<file path="config.mk">
export PLATFORM = sky130hd
export DESIGN_NAME = irq_router
export DESIGN_NICKNAME = d
export VERILOG_FILES = /design/src/rtl/irq_router_pkg.sv /design/src/rtl/irq_chan_route.sv /design/src/rtl/irq_line_decode.sv /design/src/rtl/irq_router.sv
export SDC_FILE = /design/constraint.sdc
export NUM_CORES = 1
export LEC_CHECK = 0
export CAP_MARGIN = 20
export CORE_ASPECT_RATIO = 1.4
export CORE_MARGIN = 4
export CORE_UTILIZATION = 34
export DETAILED_ROUTE_END_ITERATION = 8
export HOLD_SLACK_MARGIN = 0.05
export PLACE_DENSITY = 0.81
export SLEW_MARGIN = 25
export SYNTH_ARGS = -nofsm -noshare
export SYNTH_HDL_FRONTEND = slang
export SYNTH_SLANG_ARGS = --single-unit
</file>
<file path="constraint.sdc">
create_clock -name clk -period 1.38 [get_ports clk]
set_input_delay 0.138 -clock clk [delete_from_list [all_inputs] [get_ports clk]]
set_output_delay 0.138 -clock clk [all_outputs]
set_load 0.005 [all_outputs]
</file>
<file path="src/rtl/irq_router_pkg.sv">
package irq_router_pkg;
  localparam int CFG_W      = 32;
  localparam int CH_EN_BIT  = 2;
  localparam int ROUTE_LSB  = 9;
  localparam int ROUTE_W    = 5;
  localparam int N_LINES    = 1 << ROUTE_W;
  localparam int G_EN_BIT   = 0;
  localparam int G_LEG_BIT  = 1;
  localparam int LEG_LINE0  = 0;
  localparam int LEG_LINE1  = 8;

  typedef logic [ROUTE_W-1:0] route_t;
endpackage

</file>
<file path="src/rtl/irq_chan_route.sv">
module irq_chan_route
  import irq_router_pkg::*;
#(
  parameter bit USE_LEG  = 1'b0,
  parameter int LEG_LINE = 0
) (
  input  logic [CFG_W-1:0] cfg,
  input  logic             glb_en,
  input  logic             legacy,
  input  logic             strobe,
  output logic             fire,
  output route_t           line
);
  localparam route_t FIXED = route_t'(LEG_LINE);

  route_t prog;
  assign prog = cfg[ROUTE_LSB +: ROUTE_W];
  assign fire = strobe & glb_en & cfg[CH_EN_BIT];

  generate
    if (USE_LEG) begin : g_leg
      assign line = legacy ? FIXED : prog;
    end else begin : g_prog
      assign line = prog;
    end
  endgenerate
endmodule

</file>
<file path="src/rtl/irq_line_decode.sv">
module irq_line_decode
  import irq_router_pkg::*;
(
  input  logic               en,
  input  route_t             idx,
  output logic [N_LINES-1:0] hot
);
  always_comb begin
    hot = '0;
    if (en) hot[idx] = 1'b1;
  end
endmodule

</file>
<file path="src/rtl/irq_router.sv">
module irq_router
  import irq_router_pkg::*;
#(
  parameter int NUM_CH = 3
) (
  input  logic                    clk,
  input  logic                    rst,
  input  logic [1:0]              gcfg,
  input  logic [NUM_CH*CFG_W-1:0] ch_cfg,
  input  logic [NUM_CH-1:0]       expire,
  output logic [N_LINES-1:0]      irq_out,
  output logic                    pit_off
);
  logic [N_LINES-1:0] hot [NUM_CH];
  logic [N_LINES-1:0] merged;

  genvar c;
  generate
    for (c = 0; c < NUM_CH; c++) begin : g_ch
      logic   f;
      route_t l;
      irq_chan_route #(
        .USE_LEG  (c < 2),
        .LEG_LINE ((c == 0) ? LEG_LINE0 : LEG_LINE1)
      ) u_route (
        .cfg    (ch_cfg[c*CFG_W +: CFG_W]),
        .glb_en (gcfg[G_EN_BIT]),
        .legacy (gcfg[G_LEG_BIT]),
        .strobe (expire[c]),
        .fire   (f),
        .line   (l)
      );
      irq_line_decode u_dec (
        .en  (f),
        .idx (l),
        .hot (hot[c])
      );
    end
  endgenerate

  always_comb begin
    merged = '0;
    for (int i = 0; i < NUM_CH; i++) merged = merged | hot[i];
  end

  always_ff @(posedge clk) begin
    if (rst) begin
      irq_out <= '0;
      pit_off <= 1'b0;
    end else begin
      irq_out <= merged;
      pit_off <= gcfg[G_LEG_BIT];
    end
  end
endmodule

</file>
Word level (Yosys, flattened, before mapping)
Index checks and enable logic that the tools add are counted.
{ "word_totals": {"register_bits": 33, "out_inout_bits": 33, "elab_cells": 30} }
{ "op_classes": {"order_cmp": 6, "mux": 11, "bitwise_logic": 8, "reduce_logical": 3} }
{ "ops": {"columns": ["operator", "n"], "rows": [
  ["$mux W32", 3],
  ["$or A32 B32 Y32", 2],
  ["$lt A5 B6 Y1 const B", 3],
  ["$demux W1 S5", 3],
  ["$ge A5 B1 Y1 const B", 3],
  ["$mux W5", 2],
  ["$and A1 B1 Y1", 6],
  ["$logic_and A1 B1 Y1", 3],
  ["$mux W1", 3]
]} }

Depth between registers and ports, before layout
{ "depth": {"depth_word": 8, "depth_mapped": 5, "ltp_nobuf": 3} }

Modules after synthesis
A second synthesis with hierarchy kept.
{ "hier_totals": {"cells_unflattened": 261, "area_unflattened_um2": 1840.5} }
{ "by_module_without_submodules": {"columns": ["module", "n_inst", "cells_per_inst", "area_per_inst_um2", "seq_area_each_um2"], "rows": [
  ["irq_router", 1, 102, 1021.0, 660.6],
  ["irq_line_decode", 3, 47, 230.2, 0.0],
  ["irq_chan_route at g_ch[1].u_route", 1, 6, 47.5, 0.0],
  ["irq_chan_route at g_ch[2].u_route", 1, 6, 43.8, 0.0],
  ["irq_chan_route at g_ch[0].u_route", 1, 6, 37.5, 0.0]
]} }

Least setup slack after synthesis
Ideal clock, no wire load.
{ "synth_timing": {"path_type": "input to register", "from": "input port ch_cfg[76]", "to": "register irq_out[4]", "setup_ns": 0.083, "arrival_time_ns": 1.004, "required_time_ns": 1.297, "slack_ns": 0.293, "cell_stages": 3, "path_buffers": 1, "cell_sequence": "clkbuf_1 or4b_1 o221ai_1"} }
{ "synth_between": {"elab_chain_len": 6} }
{ "synth_rtl": {"columns": ["item", "line", "text"], "rows": [
  ["start, declared", "irq_router.sv:9", "input logic [NUM_CH*CFG_W-1:0] ch_cfg,"],
  ["$lt A5 B6 Y1 (not written as such) or $ge A5 B1 Y1 (tied branches)", "irq_line_decode.sv:10", "if (en) hot[idx] = 1'b1;"],
  ["$logic_and A1 B1 Y1 (not written as such)", "irq_line_decode.sv:10", null],
  ["$mux W1 (not written as such)", "irq_line_decode.sv:10", null],
  ["$demux W1 S5 *", null, null],
  ["$mux W32 *", "irq_line_decode.sv:10", null],
  ["$or A32 B32 Y32 *", "irq_router.sv:43", "for (int i = 0; i < NUM_CH; i++) merged = merged | hot[i];"],
  ["end signal, assigned", "irq_router.sv:51", "irq_out <= merged;"],
  ["end, declared", "irq_router.sv:11", "output logic [N_LINES-1:0] irq_out,"]
]} }
Mark *: on every way between the ends. The rest lies on a longest branch, timed or not.
A chain may end at the register's enable or synchronous reset.

Worst setup path after layout
{ "layout_timing": {"from": "input port ch_cfg[42]", "to": "register irq_out[2]"} }
{ "layout_between": {"elab_chain_len": 8} }
{ "layout_rtl": {"columns": ["item", "line", "text"], "rows": [
  ["$mux W5 *", "irq_chan_route.sv:22", "assign line = legacy ? FIXED : prog;"],
  ["$lt A5 B6 Y1 (not written as such) or $ge A5 B1 Y1 (tied branches)", "irq_line_decode.sv:10", null],
  ["$logic_and A1 B1 Y1 (not written as such)", "irq_line_decode.sv:10", null],
  ["$mux W1 (not written as such)", "irq_line_decode.sv:10", null],
  ["$demux W1 S5 *", null, null],
  ["$mux W32 *", "irq_line_decode.sv:10", null],
  ["$or A32 B32 Y32 * (2 in a row)", "irq_router.sv:43", null]
]} }
Marked as above.

==> flow_summary.yaml <==
outcome:
  outcome: "complete, no violations"
setup_path:
  startpoint: "ch_cfg[42]"
  critical_path_data_arrival_time_ns: 1.52
  setup.worst_path.end: "irq_out[2]"
  cp_data_required_time_ns: 1.57
  critical_path_class: "input pin to register"
  worstPathMaxFanout: 5
  worstSetupStartpointType: "input pin"
  setup.worst_path.end_class: "register"
die:
  coreArea_um2: 5160
  floorplan.die_area_um2: 6560
  start_util_pct: 35.0
  die_y_um: 94.3
  core.rowCount: 31
  die_w_um: 69.6
  design.portCount: 136
power:
  power.density_nw_per_um2: 766
  power_switching_share_pct: 22.9
  totalPowerFinal_mw: 2.28
  p_seq_share_pct: 42.2
  internal_power_mw: 1.76
  power.share.clock_pct: 40.8
  power_leakage_nw: 1.04
  netsw_uw: 520
  combinationalPowerShare_pct: 17.0
  worst_ir_drop_vdd_mv: 0.513
timing:
  drv_slew: 0
  worst_slew_pin_slew_ns: 0.401
  final-setup-viol-count: 0
  share_of_the_cycle_needed_by_the_critical_path_after_routing_pct: 96.3
  layout_min_cycle_time_ns: 1.33
  hold_violations: 0
  timing.hold.ws_ns: 0.385
  setup_ws_ns: 0.0508
  top_achievable_clock_speed_mhz: 752
  slew_headroom_pct: 73.2
  totalNegativeSetupSlack_ns: 0
clock_network:
  postCtsHoldBufs: 0
  number_of_setup_buffers_added_after_cts: 0
  cts-buffers-inserted: 5
  ctsLongestPathBuffers: 2
  clk_sinks: 33
  clock_pin_slew_worst_setup_and_hold_paths_ns: 0.07
  cts.htree.levels: 2
  clock-root-buffer: "clkbuf_8"
  cts_tree: "built"
synth:
  ys_ff_latch: 33
  synthesis.nets: 299
  synth_ff_type: "dfxtp_1"
  synth.lib_cells_used.distinct: 37
  ys.warnings.count: 0
  netlist.top_cell.by_area: "dfxtp_1"
  number_of_synthesized_flops_with_an_enable_pin: 0
  syn_avg_cell_area_um2: 9.22
  synth.top_cells.by_area: "dfxtp_1, o221ai_1, nand3b_1"
  leading_cell_type_by_number_of_instances_after_synthesis: "dfxtp_1"
  yosysTopAreaCellShare_pct: 36.5
  synth-async-reset-ratio_pct: 0
  gate_count_post_synth: 196
  ys_top_cells_by_count: "dfxtp_1, o221ai_1, nand3_1, nand3b_1, nand2_1"
  seq_area_frac_synth_pct: 36.5
  syn_area_um2: 1810
place:
  place.port_buffers: 57
  place_congestion: 0.986
  place.detailed.hpwl_mm: 5.08
  pre_cts_slack_ns: -0.327
  placed_cells: 353
  postPlaceCellArea_um2: 2770
global_route:
  overflow: 0
  tot_gr_track_use_pct: 19.4
  global_route_wire_length_before_repair_mm: 9.89
  number_of_antenna_violations_at_the_first_check_in_global_routing: 0
  first_global_vias: 2049
  largest_net_degree_at_the_start_of_global_routing: 21
detailed_routing:
  drt_iter0_markers: 158
  avgViaCountPerCell: 5.79
  dr.pass1.iters: 5
  routedWlPerCell_um: 17.7
  num_vias: 2090
  drcViolationCount: 0
  wirelength_mm: 6.40
  postRouteAntennaNets: 0
final_layout:
  fillerInstances: 463
  multi_input_comb_area_um2: 1150
  fin_cells: 361
  num_antenna_cells: 0
  seqCellArea_um2: 661
  final_design_area_no_fill_um2: 2970
  total_number_of_nets_in_the_final_design: 397
  layout-drive-gt1-share_pct: 27.8
  areaGrowthSynthToFinish_pct: 64.4
  postLayoutCoreUtil_pct: 57.6
hold_path:
  hold_class: "input pin to register"
flow_run:
  max_cap_viol_count: 0
==> area by class of cell <==
class	count	share of cell area (%)
clock buffer	7	2.91
clock inverter	1	1.01
inverter	2	0.253
multi-input combinational	146	38.6
sequential	33	22.2
tap	66	2.78
timing repair buffer	106	32.2
==> critical path: stages <==
cell             delay [ns]
clkdlybuf4s50_1        0.60
and4b_1                0.28
nand3b_1               0.23
o221ai_1               0.26
==> layout by cell type, fill, tap and decap left out, types with 5 or more instances in the layout <==
| master | synthesis | final |
|---|---|---|
| and4b_1 | 5 | 5 |
| buf_4 | 0 | 48 |
| clkbuf_8 | 0 | 6 |
| clkdlybuf4s50_1 | 0 | 53 |
| dfxtp_1 | 33 | 33 |
| nand2_1 | 15 | 15 |
| nand3_1 | 22 | 22 |
| nand3b_1 | 16 | 16 |
| nand4_1 | 5 | 5 |
| nor4b_2 | 3 | 5 |
| o211ai_1 | 7 | 7 |
| o221ai_1 | 24 | 18 |
| o221ai_2 | 1 | 7 |
==> sequential cells by signal, indices dropped and copies added, names as in the netlist <==
| name | flops |
|---|---|
| irq_out | 32 |
| pit_off | 1 |
==> what timing repair did <==
action                                  in CTS  in global routing
pin swaps                                    0                  4
resized for setup                            5                 15
endpoints found under the setup margin       7                 26
==> routing by layer <==
layer | routed length, um | global-route usage [%]
met4 | 297 | 10.5
met1 | 2490 | 20.8
met5 | 0 | 0
met2 | 3210 | 35.6
met3 | 398 | 3.64
==> kinds of logic (layout without fill, tap and decap cells) <==
group	Yosys count	after routing	share of synthesized area, %
buffers and inverters	17	116	4.64
AOI/OAI and AO/OA	34	34	16.3
and+or+nand+nor	112	112	42.5
DFF	33	33	36.5
==> power by group through the flow <==
stage	Combinational (mW)	Clock [mW]	Sequential, mW
4_1_cts	0.371	0.946	0.960
5_1_grt	0.412	0.984	0.960
2_1_floorplan	0.139	0	0.983
3_3_place_gp	0.363	0	0.982
6_report	0.387	0.929	0.960
3_5_place_dp	0.368	0	0.982
==> worst min-delay path by stage <==
| stage | startpoint | endpoint | slack [ns] | cells past startpoint |
|---|---|---|---|---|
| global placement | irq_out[1] | irq_out[1] | 0.84 | 1 |
| finish | ch_cfg[13] | irq_out[22] | 0.39 | 3 |
| global route | ch_cfg[12] | irq_out[7] | 0.42 | 3 |
| CTS | gcfg[0] | irq_out[20] | 0.55 | 4 |
| floorplan | ch_cfg[44] | irq_out[19] | 0.34 | 3 |
| detailed placement | irq_out[3] | irq_out[3] | 0.84 | 1 |
Power figures use the tool's default switching activity.
